==> config.mk <==
export PLATFORM = sky130hd
export DESIGN_NAME = modem_status_reg
export DESIGN_NICKNAME = d
export VERILOG_FILES = /design/src/rtl/modem_status_reg.sv
export SDC_FILE = /design/constraint.sdc
export NUM_CORES = 1
export LEC_CHECK = 0
export BUFFER_PORTS_ARGS = -buffer_cell sky130_fd_sc_hd__buf_2
export CORE_ASPECT_RATIO = 0.9
export CORE_UTILIZATION = 35
export DETAILED_ROUTE_END_ITERATION = 12
export HOLD_SLACK_MARGIN = 0.15
export PLACE_DENSITY = 0.68
export SETUP_SLACK_MARGIN = 0.15
export SYNTH_ARGS = -nofsm -noshare
export SYNTH_HDL_FRONTEND = slang
export SYNTH_SLANG_ARGS = --single-unit
==> constraint.sdc <==
create_clock -name clk -period 1.15 [get_ports clk]
set_input_delay 0.1725 -clock clk [delete_from_list [all_inputs] [get_ports clk]]
set_output_delay 0.1725 -clock clk [all_outputs]
set_load 0.02 [all_outputs]
==> src/rtl/modem_status_reg.sv <==
module modem_status_reg #(
  parameter int SYNC_STAGES = 2
) (
  input  logic       clk,
  input  logic       rst_n,
  input  logic       cts_n_i,
  input  logic       dsr_n_i,
  input  logic       ri_n_i,
  input  logic       dcd_n_i,
  input  logic       loop_en_i,
  input  logic       rts_i,
  input  logic       dtr_i,
  input  logic       out1_i,
  input  logic       out2_i,
  input  logic       rd_i,
  output logic [7:0] status_o,
  output logic       chg_irq_o
);
  localparam int LAST = SYNC_STAGES - 1;

  logic [3:0] sync_q [SYNC_STAGES];
  logic [3:0] line_q, flag_q, line_now, delta, event_v;

  always_ff @(posedge clk or negedge rst_n) begin
    if (!rst_n) begin
      for (int i = 0; i < SYNC_STAGES; i++) sync_q[i] <= '1;
    end else begin
      sync_q[0] <= {dcd_n_i, ri_n_i, dsr_n_i, cts_n_i};
      for (int i = 1; i < SYNC_STAGES; i++) sync_q[i] <= sync_q[i-1];
    end
  end

  assign line_now = loop_en_i ? {out2_i, out1_i, dtr_i, rts_i} : ~sync_q[LAST];
  assign delta    = line_now ^ line_q;
  assign event_v  = {delta[3], line_q[2] & ~line_now[2], delta[1], delta[0]};

  always_ff @(posedge clk or negedge rst_n) begin
    if (!rst_n) begin
      line_q <= '0;
      flag_q <= '0;
    end else begin
      line_q <= line_now;
      flag_q <= (rd_i ? 4'b0000 : flag_q) | event_v;
    end
  end

  assign status_o  = {line_q, flag_q};
  assign chg_irq_o = |flag_q;
endmodule

==> qor.csv <==
metric,value,unit
yosys.area.top_type,dfstp_2,
crit_path_max_incr_delay,0.55,ns
gr-usage-met2,0.2313,
die-area,1736,um2
clk_path_buf_depth,2,
grtUsageTotal,0.1267,
initial_core_util,0.3761,
worst-endpoint-required,0.98,ns
final_cell_mix,"buf_2 (12), buf_6 (10), dfstp_2 (8)",
clock_sinks,16,
skew,0.0003067,ns
fin_nets,87,
synthCells,40,
cp_max_fo,3,
path_class,flop to primary output,
drtIter0Drc,6,
worst_pin_slew,0.3343,ns
ys_ff_latch,16,
setup.worst_path.end_class,primary output,
placed_cells,76,
drive_above_1_share,0.5135,
cp.arrival,1.37,ns
syn-mean-instance-area,13.76,um2
rsz0062_at_grt,true,
maxCapViolCount,0,
core,1464,um2
cts_buffers,3,
status,finished with violations,
cts_tree,built,
clkSlewWorstSetupHoldPaths,0.08,ns
setup.worst_path.start_class,flop,
hpwl,589.7,um
cts-root-buf,clkbuf_4,
ys_seq_area_frac,0.7455,
vias_per_cell,4.438,
overflow,0,
htreeDepth,1,
grt_use_met3,0.02765,
placed_area,681.9,um2
grt_use_met1,0.1290,
min_period,1.538,ns
insertion_delay,0.27,ns
layout_setup_ws,-0.3883,ns
syn-cell-area,550.5,um2
violations,"DRC, setup timing",
timing.slew.headroom,0.7771,
drc,3,
grt_pass1_wl,1.435,mm
setup_violations,1,
synthTopCellsByArea,"dfstp_2 (38%), dfrtp_1 (36%), mux2i_1 (7.3%)",
grt.busiest_layer,met2,
synth_top_area_share,0.3818,
final_cells,89,
finalMaxSlewViolations,0,
grt_pass1_vias,353,
wl_per_cell,11.18,um
hold_path.class,input port to flop,
ant_nets,0,
synth.distinct_cells,10,
fp.dieW,43.81,um
area_growth_syn_to_layout,55.45,%
grt_max_degree,17,
stdcell_area,855.8,um2
diodes,0,
firstDrtPassIters,7,
finalHoldViolations,0,
crit_slowest_cell,or4_4,
ir_drop,623.4,uV
power.density,1388,nW/um2
num_vias,395,
antenna_found_initial,0,
yosysWarnings,0,
fin_crit_sh,1.338,
ios,21,
placementRows,13,
leakagePower,0.4081,nW
fmax,650.1,MHz
syn_nets,52,
die_h,39.63,um
total_power,1.188,mW
path_cells,or4_4 -> buf_6,
layout_commonest_cell,buf_2,
place.gp.congestion,0.6511,
wl,995,um
io_buffer_count,20,
## power breakdown
| group | switching (mW) | leakage, nW | internal, mW | total (mW) |
|---|---|---|---|---|
| clock | 0.159 | 0.0150 | 0.134 | 0.294 |
| sequential | 0.0270 | 0.175 | 0.618 | 0.645 |
| combinational | 0.112 | 0.218 | 0.137 | 0.249 |
## cell usage after synthesis (all sizes together)
cell and n:
dfrtp 8, dfstp 8, nor2b 6, mux2i 4, inv 3, nand2 3, nor2 3, o21ai 3
o22ai 1, or4 1
## cell type report
type | instances | area (um2)
multi-input combinational | 21 | 140.1
clock buffer | 4 | 26.28
sequential | 16 | 411.6
inverter | 3 | 11.26
fill | 128 | 608.1
timing repair buffer | 30 | 247.7
tap | 15 | 18.77
## final timing paths
path                                start  slack (ns)   endpoint  cells after the start
worst max-delay path            flag_q[1]       -0.39  chg_irq_o                      2
worst min-delay path               out1_i        0.16  line_q[2]                      3
worst max register to register  flag_q[0]        0.20  flag_q[0]                      4
worst min register to register  sync_q[5]        0.36  sync_q[1]                      0
max in group asynchronous           rst_n        0.51  sync_q[0]                      2
min in group asynchronous           rst_n        0.35  flag_q[1]                      2
## cells by family after synthesis
| family | count (synthesis) | synth area share |
|---|---|---|
| simple gates | 13 | 0.1227 |
| buf+inv | 3 | 0.02045 |
| flops | 16 | 0.7454 |
| mux | 4 | 0.07273 |
| compound gates | 4 | 0.03864 |
## worst max-delay path, delay by kind of cell (launching register included)
kind / cells / cell delay, ns
AND/OR/NAND/NOR: 1 / 0.55
buffers and inverters: 1 / 0.15
flip-flops: 1 / 0.40
## flip-flops by register name, summed over array words and instances (netlist names)
| signal | flops |
|---|---|
| flag_q | 4 |
| line_q | 4 |
| sync_q | 8 |
## metal layers
metal	wire, um	up-vias	part of all wire
met3	37	2	0.037
met5	0	-	0
met4	7	0	0.0070
li1	-	198	-
met2	568	15	0.57
met1	381	180	0.38
## repair_timing
item / in CTS / in global routing
hold buffers: 6 / 0
pin swaps: 1 / 0
endpoints found under the hold margin: 21 / 0
resized for setup: 16 / 4
endpoints found under the setup margin: 9 / 10
buffers inserted: 2 / 1
## metrics by stage
stage | worst slack [ns] | setup TNS (ns) | hold WS [ns] | utilization
2_1_floorplan | -0.04517 | -0.04517 | -0.1231 | -
3_3_place_gp | -0.07457 | -0.07457 | 0.09146 | 0.4658
3_5_place_dp | -0.08002 | -0.08002 | 0.09018 | 0.4658
4_1_cts | -0.3814 | -0.3814 | 0.1520 | 0.5701
5_1_grt | -0.4364 | -0.4460 | 0.1701 | 0.5846
6_report | -0.3883 | -0.3883 | 0.1625 | 0.5846
Note: power is estimated with default switching activity, not from simulation.
